[src/rtl/dma_chan_pkg.sv]
package dma_chan_pkg;

    localparam int AW    = 24;
    localparam int CW    = 16;
    localparam int DW    = 8;
    localparam int CYC_W = 24;
    localparam int OFS_W = 3;

    typedef enum logic {
        DIR_A2B = 1'b0,
        DIR_B2A = 1'b1
    } dir_e;

    typedef struct packed {
        dir_e       dir;
        logic [1:0] spare;
        logic       down;
        logic       hold;
        logic [2:0] mode;
    } ctrl_t;

    localparam logic [2:0] MODE_SINGLE = 3'd0;
    localparam logic [2:0] MODE_PAIR   = 3'd1;

    typedef enum logic [1:0] {
        ST_IDLE,
        ST_SRC,
        ST_DST,
        ST_STEP
    } st_e;

    localparam logic [OFS_W-1:0] OFS_CTRL  = 3'd0;
    localparam logic [OFS_W-1:0] OFS_PORT  = 3'd1;
    localparam logic [OFS_W-1:0] OFS_ALO   = 3'd2;
    localparam logic [OFS_W-1:0] OFS_AHI   = 3'd3;
    localparam logic [OFS_W-1:0] OFS_ABANK = 3'd4;
    localparam logic [OFS_W-1:0] OFS_CLO   = 3'd5;
    localparam logic [OFS_W-1:0] OFS_CHI   = 3'd6;
    localparam logic [OFS_W-1:0] OFS_LAST  = OFS_CHI;

    function automatic logic [DW-1:0] mode_offset(input logic [2:0] mode, input logic odd);
        case (mode)
            MODE_PAIR: return {{(DW-1){1'b0}}, odd};
            default:   return '0;
        endcase
    endfunction

    function automatic logic [15:0] next_low(input logic [15:0] cur, input logic down, input logic hold);
        if (hold)
            return cur;
        return down ? cur - 16'd1 : cur + 16'd1;
    endfunction

endpackage

[src/rtl/dma_chan_regs.sv]
module dma_chan_regs
    import dma_chan_pkg::*;
(
    input  logic             clk,
    input  logic             rst,
    input  logic             wr,
    input  logic             rd,
    input  logic [OFS_W-1:0] addr,
    input  logic [DW-1:0]    wdata,
    output logic [DW-1:0]    rdata,
    output logic             bad,
    input  logic             busy,
    input  logic             adv,
    output ctrl_t            ctrl_o,
    output logic [DW-1:0]    port_o,
    output logic [AW-1:0]    aaddr_o,
    output logic [CW-1:0]    count_o
);

    ctrl_t         ctrl_q;
    logic [DW-1:0] port_q;
    logic [AW-1:0] aaddr_q;
    logic [CW-1:0] count_q;
    logic          in_map;
    logic          wr_ok;

    assign in_map = (addr <= OFS_LAST);
    assign wr_ok  = wr && in_map && !busy;
    assign bad    = (wr || rd) && !in_map;

    always_ff @(posedge clk) begin
        if (rst) begin
            ctrl_q  <= '0;
            port_q  <= '0;
            aaddr_q <= '0;
            count_q <= '0;
        end else if (adv) begin
            aaddr_q[15:0] <= next_low(aaddr_q[15:0], ctrl_q.down, ctrl_q.hold);
            count_q       <= count_q - 1'b1;
        end else if (wr_ok) begin
            case (addr)
                OFS_CTRL:  ctrl_q           <= ctrl_t'(wdata);
                OFS_PORT:  port_q           <= wdata;
                OFS_ALO:   aaddr_q[7:0]     <= wdata;
                OFS_AHI:   aaddr_q[15:8]    <= wdata;
                OFS_ABANK: aaddr_q[23:16]   <= wdata;
                OFS_CLO:   count_q[7:0]     <= wdata;
                OFS_CHI:   count_q[15:8]    <= wdata;
                default:   ;
            endcase
        end
    end

    always_comb begin
        case (addr)
            OFS_CTRL:  rdata = ctrl_q;
            OFS_PORT:  rdata = port_q;
            OFS_ALO:   rdata = aaddr_q[7:0];
            OFS_AHI:   rdata = aaddr_q[15:8];
            OFS_ABANK: rdata = aaddr_q[23:16];
            OFS_CLO:   rdata = count_q[7:0];
            OFS_CHI:   rdata = count_q[15:8];
            default:   rdata = '0;
        endcase
    end

    assign ctrl_o  = ctrl_q;
    assign port_o  = port_q;
    assign aaddr_o = aaddr_q;
    assign count_o = count_q;

    AST_BANK_HELD: assert property (@(posedge clk) disable iff (rst)
        busy |=> $stable(aaddr_q[23:16]));

    AST_CFG_FROZEN: assert property (@(posedge clk) disable iff (rst)
        busy |=> ($stable(ctrl_q) && $stable(port_q)));

endmodule

[src/rtl/dma_chan_route.sv]
module dma_chan_route
    import dma_chan_pkg::*;
#(
    parameter logic [7:0] B_PAGE       = 8'h21,
    parameter logic [7:0] SPECIAL_PORT = 8'h80,
    parameter logic [7:0] WRAM_LO      = 8'h7E,
    parameter logic [7:0] WRAM_HI      = 8'h7F
) (
    input  ctrl_t          ctrl,
    input  logic [DW-1:0]  port,
    input  logic [AW-1:0]  aaddr,
    input  logic           odd,
    output logic [15:0]    b_addr,
    output logic           special
);

    logic [DW-1:0] window;
    logic [7:0]    bank;
    logic          wram_hit;

    assign window   = port + mode_offset(ctrl.mode, odd);
    assign b_addr   = {B_PAGE, window};
    assign bank     = aaddr[AW-1:AW-8];
    assign wram_hit = (bank >= WRAM_LO) && (bank <= WRAM_HI);
    assign special  = wram_hit && (port == SPECIAL_PORT);

endmodule

[src/rtl/dma_chan_engine.sv]
module dma_chan_engine
    import dma_chan_pkg::*;
#(
    parameter int          COST_SETUP = 8,
    parameter int          COST_BYTE  = 8,
    parameter int          COST_SKIP  = 8,
    parameter int          COST_FILL  = 4,
    parameter logic [7:0]  FILL_VALUE = 8'hFF
) (
    input  logic             clk,
    input  logic             rst,
    input  logic             go,
    input  ctrl_t            ctrl,
    input  logic [CW-1:0]    count,
    input  logic             special,
    input  logic [DW-1:0]    a_rdata,
    input  logic             a_ready,
    input  logic [DW-1:0]    b_rdata,
    input  logic             b_ready,
    output logic             busy,
    output logic             adv,
    output logic             odd,
    output logic             done,
    output logic [CYC_W-1:0] cycles,
    output logic             a_req,
    output logic             a_we,
    output logic [DW-1:0]    a_wdata,
    output logic             b_req,
    output logic             b_we,
    output logic [DW-1:0]    b_wdata
);

    localparam logic [CYC_W-1:0] C_SETUP = CYC_W'(COST_SETUP);
    localparam logic [CYC_W-1:0] C_BYTE  = CYC_W'(COST_BYTE);
    localparam logic [CYC_W-1:0] C_SKIP  = CYC_W'(COST_SKIP);
    localparam logic [CYC_W-1:0] C_FILL  = CYC_W'(COST_FILL);

    st_e              st;
    logic [DW-1:0]    data_q;
    logic [CYC_W-1:0] acc_q;
    logic [CYC_W-1:0] cost_q;
    logic             odd_q;
    logic             done_q;
    logic             a2b;
    logic             src_ready;
    logic             dst_ready;
    logic [DW-1:0]    src_data;

    assign a2b       = (ctrl.dir == DIR_A2B);
    assign src_ready = a2b ? a_ready : b_ready;
    assign dst_ready = a2b ? b_ready : a_ready;
    assign src_data  = a2b ? a_rdata : b_rdata;

    always_comb begin
        a_req = 1'b0;
        a_we  = 1'b0;
        b_req = 1'b0;
        b_we  = 1'b0;
        case (st)
            ST_SRC: begin
                if (!special) begin
                    if (a2b) a_req = 1'b1;
                    else     b_req = 1'b1;
                end
            end
            ST_DST: begin
                if (a2b) begin
                    b_req = 1'b1;
                    b_we  = 1'b1;
                end else begin
                    a_req = 1'b1;
                    a_we  = 1'b1;
                end
            end
            default: ;
        endcase
    end

    always_ff @(posedge clk) begin
        if (rst) begin
            st     <= ST_IDLE;
            data_q <= '0;
            acc_q  <= '0;
            cost_q <= '0;
            odd_q  <= 1'b0;
            done_q <= 1'b0;
        end else begin
            done_q <= 1'b0;
            case (st)
                ST_IDLE: begin
                    if (go) begin
                        st    <= ST_SRC;
                        acc_q <= C_SETUP;
                        odd_q <= 1'b0;
                    end
                end
                ST_SRC: begin
                    if (special) begin
                        if (a2b) begin
                            cost_q <= C_SKIP;
                            st     <= ST_STEP;
                        end else begin
                            data_q <= FILL_VALUE;
                            cost_q <= C_FILL;
                            st     <= ST_DST;
                        end
                    end else if (src_ready) begin
                        data_q <= src_data;
                        cost_q <= C_BYTE;
                        st     <= ST_DST;
                    end
                end
                ST_DST: begin
                    if (dst_ready)
                        st <= ST_STEP;
                end
                ST_STEP: begin
                    acc_q <= acc_q + cost_q;
                    odd_q <= ~odd_q;
                    if (count == CW'(1)) begin
                        st     <= ST_IDLE;
                        done_q <= 1'b1;
                    end else begin
                        st <= ST_SRC;
                    end
                end
                default: st <= ST_IDLE;
            endcase
        end
    end

    assign busy    = (st != ST_IDLE);
    assign adv     = (st == ST_STEP);
    assign odd     = odd_q;
    assign done    = done_q;
    assign cycles  = acc_q;
    assign a_wdata = data_q;
    assign b_wdata = data_q;

    AST_ONE_BUS: assert property (@(posedge clk) disable iff (rst)
        !(a_req && b_req));

    AST_A_HOLD: assert property (@(posedge clk) disable iff (rst)
        (a_req && !a_ready) |=> (a_req && $stable(a_we) && $stable(a_wdata)));

    AST_B_HOLD: assert property (@(posedge clk) disable iff (rst)
        (b_req && !b_ready) |=> (b_req && $stable(b_we) && $stable(b_wdata)));

    AST_DONE_IDLE: assert property (@(posedge clk) disable iff (rst)
        done |-> !busy);

    AST_DONE_SINGLE: assert property (@(posedge clk) disable iff (rst)
        done |=> !done);

    AST_QUIET_IDLE: assert property (@(posedge clk) disable iff (rst)
        !busy |-> (!a_req && !b_req));

endmodule

[src/rtl/dma_chan.sv]
module dma_chan
    import dma_chan_pkg::*;
#(
    parameter logic [7:0] B_PAGE       = 8'h21,
    parameter logic [7:0] SPECIAL_PORT = 8'h80,
    parameter logic [7:0] WRAM_LO      = 8'h7E,
    parameter logic [7:0] WRAM_HI      = 8'h7F,
    parameter int         COST_SETUP   = 8,
    parameter int         COST_BYTE    = 8,
    parameter int         COST_SKIP    = 8,
    parameter int         COST_FILL    = 4,
    parameter logic [7:0] FILL_VALUE   = 8'hFF
) (
    input  logic             clk,
    input  logic             rst,
    input  logic             reg_wr,
    input  logic             reg_rd,
    input  logic [2:0]       reg_addr,
    input  logic [7:0]       reg_wdata,
    output logic [7:0]       reg_rdata,
    output logic             reg_bad,
    input  logic             go,
    output logic             busy,
    output logic             done,
    output logic [23:0]      cycles,
    output logic             a_req,
    output logic             a_we,
    output logic [23:0]      a_addr,
    output logic [7:0]       a_wdata,
    input  logic [7:0]       a_rdata,
    input  logic             a_ready,
    output logic             b_req,
    output logic             b_we,
    output logic [15:0]      b_addr,
    output logic [7:0]       b_wdata,
    input  logic [7:0]       b_rdata,
    input  logic             b_ready
);

    ctrl_t         ctrl;
    logic [DW-1:0] port;
    logic [AW-1:0] aaddr;
    logic [CW-1:0] count;
    logic          adv;
    logic          odd;
    logic          special;

    dma_chan_regs u_regs (
        .clk     (clk),
        .rst     (rst),
        .wr      (reg_wr),
        .rd      (reg_rd),
        .addr    (reg_addr),
        .wdata   (reg_wdata),
        .rdata   (reg_rdata),
        .bad     (reg_bad),
        .busy    (busy),
        .adv     (adv),
        .ctrl_o  (ctrl),
        .port_o  (port),
        .aaddr_o (aaddr),
        .count_o (count)
    );

    dma_chan_route #(
        .B_PAGE       (B_PAGE),
        .SPECIAL_PORT (SPECIAL_PORT),
        .WRAM_LO      (WRAM_LO),
        .WRAM_HI      (WRAM_HI)
    ) u_route (
        .ctrl    (ctrl),
        .port    (port),
        .aaddr   (aaddr),
        .odd     (odd),
        .b_addr  (b_addr),
        .special (special)
    );

    dma_chan_engine #(
        .COST_SETUP (COST_SETUP),
        .COST_BYTE  (COST_BYTE),
        .COST_SKIP  (COST_SKIP),
        .COST_FILL  (COST_FILL),
        .FILL_VALUE (FILL_VALUE)
    ) u_engine (
        .clk     (clk),
        .rst     (rst),
        .go      (go),
        .ctrl    (ctrl),
        .count   (count),
        .special (special),
        .a_rdata (a_rdata),
        .a_ready (a_ready),
        .b_rdata (b_rdata),
        .b_ready (b_ready),
        .busy    (busy),
        .adv     (adv),
        .odd     (odd),
        .done    (done),
        .cycles  (cycles),
        .a_req   (a_req),
        .a_we    (a_we),
        .a_wdata (a_wdata),
        .b_req   (b_req),
        .b_we    (b_we),
        .b_wdata (b_wdata)
    );

    assign a_addr = aaddr;

endmodule

[config.mk]
export PLATFORM = sky130hd
export DESIGN_NAME = dma_chan
export DESIGN_NICKNAME = d
export VERILOG_FILES = /design/src/rtl/dma_chan_pkg.sv /design/src/rtl/dma_chan_regs.sv /design/src/rtl/dma_chan_route.sv /design/src/rtl/dma_chan_engine.sv /design/src/rtl/dma_chan.sv
export SDC_FILE = /design/constraint.sdc
export NUM_CORES = 1
export LEC_CHECK = 0
export ABC_AREA = 1
export BUFFER_PORTS_ARGS = -buffer_cell sky130_fd_sc_hd__buf_2
export CAP_MARGIN = 20
export CELL_PAD_IN_SITES_DETAIL_PLACEMENT = 1
export CELL_PAD_IN_SITES_GLOBAL_PLACEMENT = 2
export CORE_MARGIN = 8
export CORE_UTILIZATION = 32
export DETAILED_ROUTE_END_ITERATION = 8
export PLACE_DENSITY_LB_ADDON = 0.1
export SLEW_MARGIN = 20
export SYNTH_ARGS = -nofsm -noshare
export SYNTH_HDL_FRONTEND = slang
export SYNTH_HIERARCHICAL = 1
export SYNTH_SLANG_ARGS = --single-unit
[constraint.sdc]
create_clock -name clk -period 5.7 [get_ports clk]
set_clock_uncertainty 0.05 [all_clocks]
set_input_delay 0.285 -clock clk [delete_from_list [all_inputs] [get_ports clk]]
set_output_delay 0.285 -clock clk [all_outputs]
set_load 0.02 [all_outputs]
==> summary by stage, run 1 <==
Setup path
The number of cells on the worst reg-to-reg path is 7. STA classifies the critical path startpoint as a register. In this run the critical register-to-register path is captured at u_regs/aaddr_o[6].

The worst register-to-register path begins at u_regs/ctrl_o[4]. In this run the register-to-register setup slack is 3.24 ns. In this run the worst path has a maximum fanout of 18.

The critical path data required time is 5.87 ns. The critical path capture point type is a register. The origin of the worst setup path is u_regs/ctrl_o[4]. For the worst setup path, the data arrival time is 2.63 ns.

By startpoint and endpoint, the worst setup path is classified as reg2reg. The critical path ends at u_regs/aaddr_o[6].

Global route
Entering global routing, the biggest net connects 41 pins. The total grt overflow is 0. The total global-route track usage is 19.4%.

The met1 global-route usage is 24.7%. For this run, global-route usage on met2 was measured as 32.8%. The layer flagged by global routing as most heavily used is met2. The first global-routing pass estimated 37,600 um of wire.

The initial antenna violation count is 0. Global routing consumed, on the met3 layer, 3.19% of the routing resources. The number of global-route vias before repair is 6,716.

Logic synthesis
The share of flip-flops with an asynchronous set or reset after synthesis is 0%. The combined area of all synthesized cells is 6420 um^2. The total of flip-flops plus latches after synthesis is 92. Synthesis produced a netlist whose cell count is 1,027.

The synthesized design contains 0 enable-type register cells. The proportion of synthesized chip area in sequential cells is 28.7%. Among all flip-flop cells after synthesis, the most frequent one is sky130_fd_sc_hd__dfxtp_1. The synthesized area per cell is 6.25 um^2. The number of different library cells in the post-synthesis netlist is 45. The number of warnings reported in the yosys synthesis log is 6.

Timing
The number of slew-limit violations in the final report is 0. Setup total negative slack on the finished layout was measured at 0 ns. At the pin with the least slew margin, the transition time is 0.924 ns. Measured against its own limit, the worst slew margin works out to 38.3%. The share of the clock period used by the worst path after layout is 43.2%. Derived from the worst setup path, the maximum achievable clock frequency is 406 MHz. The final count of hold timing violations came to 0. Setup repair after global routing left no endpoint under its margin.

The worst path in the final design needs a cycle of 2.46 ns, including I/O delays and setup. Setup violations remaining at the end of the flow were counted as 0.

Floorplanning
129 I/O pins were placed. The starting density of the core is 32.1%. The die outline width is 158 um.

The die covers 24,900 um^2. The vertical extent of the die is 158 um. The core box area is 20,000 um^2. The number of rows in the core area is 52.

Power
Combinational logic is responsible for 40.9% of the overall power. In this run the power spent charging and discharging nets is 1110 uW. The analysis attributes to cell leakage a power of 0.00371 uW. The power share of the clock group is 26.0%. Dividing total power by cell area gives a power density of 345 nW/um^2. The peak supply drop is 0.144 mV.

Power comes to 2560 uW. The internal portion of total power is 1450 uW. The sequential share of power is 33.1%. Net switching is 43.2% of the power.

Routing
In the routed layout, each cell is associated on average with a via count of 4.88. The number of iterations in the first detailed-routing pass is 4. The count of nets left with antenna violations once routing finished came out at 0.

In this run, the number of DRC markers left after iteration 0 of detailed routing was 334. For this block, the routed nets add up to 24,100 um of wire. After detailed routing, the number of remaining DRC violations is 0. For this block, the via count after detailed routing is 6,818.

After detailed routing, the average wire length per cell comes to 17.2 um.

Final layout
The number of antenna diodes in the final layout is 0. The number of fillers in the final layout is 2,733. Relative to the synthesized area, the layout overhead comes to 15.7%. In the final layout, the share of cells above drive strength 1 is 16.4%.

At the end of the flow, the number of nets in the layout was 1,184. The share of the core filled with cells is 37.2%.

Worst hold path
The path class of the tightest hold or removal check is in2reg.

CTS
TritonCTS created 9 clock buffers. The post-cts sizing count is 0. The number of buffers inserted to repair setup after CTS is 0.

TritonCTS built the clock tree. The H-tree depth is 3. In this run, post-CTS hold repair placed 0 buffers.

The number of sinks handled by clock tree synthesis is 92. For the worst-skew pair, the clock arrives at the later sink with an insertion delay of 0.35 ns. The cell at the root of the clock tree is sky130_fd_sc_hd__clkbuf_16. The clock slew at the register clock pins of the worst setup and hold paths is 0.07 ns. The maximum buffer depth of the clock tree is 2.

Placement
The final estimated routing congestion in global placement is 0.860. The count of port buffers added during placement is 118. The half-perimeter wire length after detailed placement is 19,100 um.

Outcome
The flow ran to the end, and the final reports show no timing, DRC or antenna violations.

Run
The count of maximum capacitance violations is 0.
==> power by group through the flow <==
stage	logic (uW)	clock network, uW	registers (uW)
detailed placement	1050	0	863
finish	1050	667	847
global placement	1040	0	861
CTS	1050	689	849
floorplan	736	0	870
global route	1160	709	863
==> Yosys cell counts (9+ instances only) <==
library cell / number / share of area (%)
sky130_fd_sc_hd__a21oi_1: 70 / 5.5
sky130_fd_sc_hd__a31oi_1: 12 / 1.2
sky130_fd_sc_hd__buf_4: 19 / 2.2
sky130_fd_sc_hd__dfxtp_1: 92 / 29
sky130_fd_sc_hd__ha_1: 24 / 4.7
sky130_fd_sc_hd__inv_1: 135 / 7.9
sky130_fd_sc_hd__nand2_1: 252 / 15
sky130_fd_sc_hd__nand2_2: 13 / 1.3
sky130_fd_sc_hd__nand3_1: 55 / 4.3
sky130_fd_sc_hd__nand4_1: 15 / 1.5
sky130_fd_sc_hd__nor2_1: 150 / 8.8
sky130_fd_sc_hd__nor3_1: 9 / 0.70
sky130_fd_sc_hd__o21ai_0: 53 / 4.1
sky130_fd_sc_hd__o21ai_1: 20 / 1.6
==> sequential cells by signal, summed over array words and instances, names as in the netlist, 2 cells and up <==
signal,flops
u_engine/a_wdata,8
u_engine/cost_q,2
u_engine/cycles,22
u_engine/st,2
u_regs/aaddr_o,24
u_regs/count_o,16
u_regs/ctrl_o,8
u_regs/port_o,8
==> logic make-up after synthesis <==
logic type      share of synthesized area (%)
simple gates                             35.4
buf+inv                                  12.8
compound gates                           16.2
flops                                    28.7
fa+ha+maj                                5.30
xor+xnor                                 1.36
other cells                             0.175
==> critical path, cell delays in order (launching register included) <==
cell	delay, ns
sky130_fd_sc_hd__dfxtp_1	0.93
sky130_fd_sc_hd__ha_1	0.40
sky130_fd_sc_hd__or2_2	0.29
sky130_fd_sc_hd__nand3_1	0.10
sky130_fd_sc_hd__nand2_1	0.11
sky130_fd_sc_hd__or2_2	0.29
sky130_fd_sc_hd__nand3_1	0.07
sky130_fd_sc_hd__a31oi_1	0.09
==> per-stage QoR <==
step	area [um^2]	hold WS (ns)	cells	worst slack [ns]
floorplan	6450	0.304	1034	3.68
global placement	7110	0.395	1383	3.25
detailed placement	7110	0.399	1383	3.24
CTS	7430	0.227	1398	3.23
global route	7430	0.256	1398	3.05
finish	7430	0.236	1398	3.24
==> layout make-up <==
| type | count | area [um^2] | area share (%) |
|---|---|---|---|
| Tap cell | 270 | 338 | 4.55 |
| Multi-Input combinational cell | 756 | 3780 | 50.9 |
| Sequential cell | 92 | 1840 | 24.8 |
| Clock inverter | 4 | 73.8 | 0.994 |
| Inverter | 145 | 544 | 7.33 |
| Clock buffer | 11 | 243 | 3.27 |
| Timing Repair Buffer | 120 | 606 | 8.15 |
==> cells in the final DEF, fill, tap and decap left out, drive strengths merged <==
cell / count
bufinv: 2
xnor2: 2
nor3b: 1
o21ai: 75
nor3: 10
buf: 120
a211oi: 1
dfxtp: 92
nand4: 15
a31oi: 12
fa: 2
or2: 6
and2: 2
clkbuf: 11
o22ai: 7
o211ai: 1
ha: 24
a22o: 2
inv: 143
xor2: 8
and3: 1
a22oi: 4
nand3b: 4
nor2: 159
nand2: 265
clkinv: 4
a21oi: 74
o31ai: 1
nand3: 62
conb: 10
a221oi: 7
a32oi: 1
==> worst min path at each step <==
stage	from	endpoint	cells past startpoint
after CTS	reg_wdata[5]	u_regs/ctrl_o[5]	3
after global placement	u_engine/a_wdata[3]	u_engine/a_wdata[3]	2
final	reg_wdata[5]	u_regs/port_o[5]	3
after detailed placement	u_engine/a_wdata[1]	u_engine/a_wdata[1]	2
after global routing	reg_wdata[5]	u_regs/ctrl_o[5]	3
after floorplan	rst	u_engine/a_wdata[5]	1
==> layer usage <==
metal / wire length, um / part of all wire, %
met5: 0 / 0
met4: 412 / 1.7
met2: 11300 / 47
met3: 1050 / 4.4
met1: 11300 / 47
No activity file was read; power rests on OpenSTA's default activity.
==> inputs of run 2 (changes only) <==
- CORE_UTILIZATION: 32 -> 29
- clock period: 5.7 -> 2.3 ns (I/O delays scaled with it)
==> summary by stage, run 2 (same netlist as run 1, synthesis figures left out) <==
Outcome
The run finished with clean final reports.

Setup path
Among cell families on the critical path, the largest total delay comes from simple AND/OR/NAND/NOR gates. Counting both buffers and inverters, the worst setup path holds a total of 1. The largest stage delay on the critical path is 0.37 ns. In this run the worst path has a maximum fanout of 3. The startpoint of the most critical register-to-register path is u_engine/st[0].

Counting stages on the worst path, the most repeated cell is sky130_fd_sc_hd__nand2_1. The cell at the slowest stage of the critical path is sky130_fd_sc_hd__dfxtp_2. Traced cell by cell, the critical path runs through nand2_1 > nor3_1 > ha_2 > ha_1 > nand2_1 > nor2_1 > nand3_1 > nand2_1 > buf_2. STA classifies the critical path startpoint as a register. Tracing the worst setup path back leads to its startpoint at u_regs/ctrl_o[0]. The arrival time at the worst endpoint is 1.92 ns. The critical path data required time is 2.13 ns. The critical setup path kind is reg2out. The worst setup path is captured at a primary output.

Timing
The slew at the pin with the worst max-slew slack is 0.564 ns. The number of slew-limit violations in the final report is 0. For this run, the top clock speed supported by timing is 480 MHz. The setup violation total in the final timing report is 0. Setup repair after global routing left no endpoint under its margin. Subtracting the final worst setup slack from the clock period gives 2.08 ns.

Summed over all failing endpoints, the final setup total negative slack is 0 ns. The relative slew slack is 62.3%. The final count of hold timing violations is 0. The share of the clock period used by the worst path after layout is 90.5%.

Final layout
The antenna diode instance count is 0. The number of flip-flops under the largest register name is 24. The final design area excluding fillers is 7600 um^2. Of the cells placed in the final design, the portion with a size suffix greater than 1 is 18.4%. The library cell used most frequently in the layout, excluding fill and tap cells, is sky130_fd_sc_hd__nand2_1.

Leaving out fill and tap cells, the most frequent cells in the layout are sky130_fd_sc_hd__nand2_1 (252), sky130_fd_sc_hd__nor2_1 (150), sky130_fd_sc_hd__inv_1 (135). The growth of design area from synthesis to finish is 18.4%. The number of nets in the layout is 1,207.

Worst hold path
The worst min-delay path startpoint is reg_wdata[5]. The class of the worst hold path is in2reg.

Routing
The remaining antenna violation count after routing is 0. The detailed router finished its first iteration with 302 violations. The first TritonRoute pass finished after 4 iterations.

The via count is 6,850. The final layout contains routed wiring with a total length of 24,700 um. In the routed design, unresolved DRC markers number 0. The detail-routed via count per cell is 4.78.

Dividing the detail-routed wire length by the instance count gives 17.3 um.

Global route
The first global-routing pass estimated 38,800 um of wire. The total global-route track usage is 18.3%. After global routing the overflow that remains totals 0.

The number of global-route vias before repair is 6,860. The pin count of the biggest net entering global routing is 45. The initial antenna violation count is 0.

Floorplanning
In this run the count of I/O pins placed on the die edge is 129. The die is 165 um tall. The core box area is 21,800 um^2. The starting density of the core is 29.5%. The die outline width is 165 um. The die covers 27,200 um^2. The number of rows in the core area is 54.

Placement
The placed instances occupy a cell area of 7300 um^2. The final estimated routing congestion in global placement is 0.843. The count of port buffers added during placement is 118. The half-perimeter wire length after detailed placement is 19,900 um.

Power
The peak supply drop is 0.292 mV. The power per standard cell area is 826 nW/um^2. Summed over all cells, the static leakage comes to 0.00380 uW.

CTS
The H-tree generated during clock tree synthesis spans 3 levels. The number of buffers created by CTS is 9. The clock slew at the register clock pins of the worst setup and hold paths is 0.07 ns. The clock passes through at most 2 buffers.

For the worst-skew pair, the clock arrives at the later sink with an insertion delay of 0.35 ns. The number of sinks handled by clock tree synthesis is 92. TritonCTS built the clock tree.

For this design, the CTS-stage hold fixing added 0 buffers. The cell at the root of the clock tree is sky130_fd_sc_hd__clkbuf_16.

Run
The tool flagged a number of max-cap violations equal to 0.
[run 2: changes by cell type in the layout (fill, tap and decap cells not counted), sizes merged]
| cell | delta |
|---|---|
| buf | +23 |
| clkbuf | +1 |
| bufinv | -2 |
| clkinvlp | +2 |
[run 2: metrics by stage]
stage,setup slack [ns],std cells,power [uW],hold WS (ns),utilization (%)
after global routing,0.0312,1432,6760,0.0764,34.9
after detailed placement,0.112,1415,4830,0.398,33.6
final,0.219,1432,6280,0.0418,34.9
after CTS,0.0979,1431,6320,0.0285,34.8
after floorplan,0.282,1034,3980,0.134,-
after global placement,0.115,1415,4820,0.391,33.6
[run 2: what timing repair did]
item	CTS	global route
gates resized for setup	0	4
buffers inserted	0	1
setup endpoints to repair	0	8
hold endpoints to repair	0	0
[run 2: routing by layer]
| metal | share of wire (%) | vias to the layer above | track usage [%] |
|---|---|---|---|
| met4 | 1.7 | 0 | 5.65 |
| met1 | 48 | 3206 | 24.1 |
| met2 | 47 | 111 | 31.1 |
| li1 | - | 3517 | - |
| met5 | 0 | - | 0 |
| met3 | 3.5 | 16 | 1.62 |
[run 2: worst paths after layout]
kind | to | slack, ns | depth (start not counted)
setup / recovery | b_addr[6] | 0.22 | 9
hold reg to reg | u_engine/a_wdata[2] | 0.40 | 2
setup reg to reg | u_regs/count_o[12] | 0.22 | 13
hold / removal | u_regs/port_o[5] | 0.04 | 3
[run 2: cell type report]
cell class	count	area (um^2)
Multi-Input combinational cell	756	3790
Inverter	145	544
Sequential cell	92	1840
Clock buffer	12	246
Tap cell	280	350
Fill cell	2901	14200
Timing Repair Buffer	143	803
Clock inverter	4	25.0
[run 2: where the power goes]
group	switching, uW	total (uW)	internal (uW)
combinational	1840	2760	921
sequential	249	2050	1810
clock	695	1460	762
total	2790	6280	3490
[run 2: tightest hold or removal path, cell delays in order]
cell and delay (ns):
sky130_fd_sc_hd__buf_2 0.13, sky130_fd_sc_hd__o21ai_0 0.09, sky130_fd_sc_hd__nor2_1 0.08
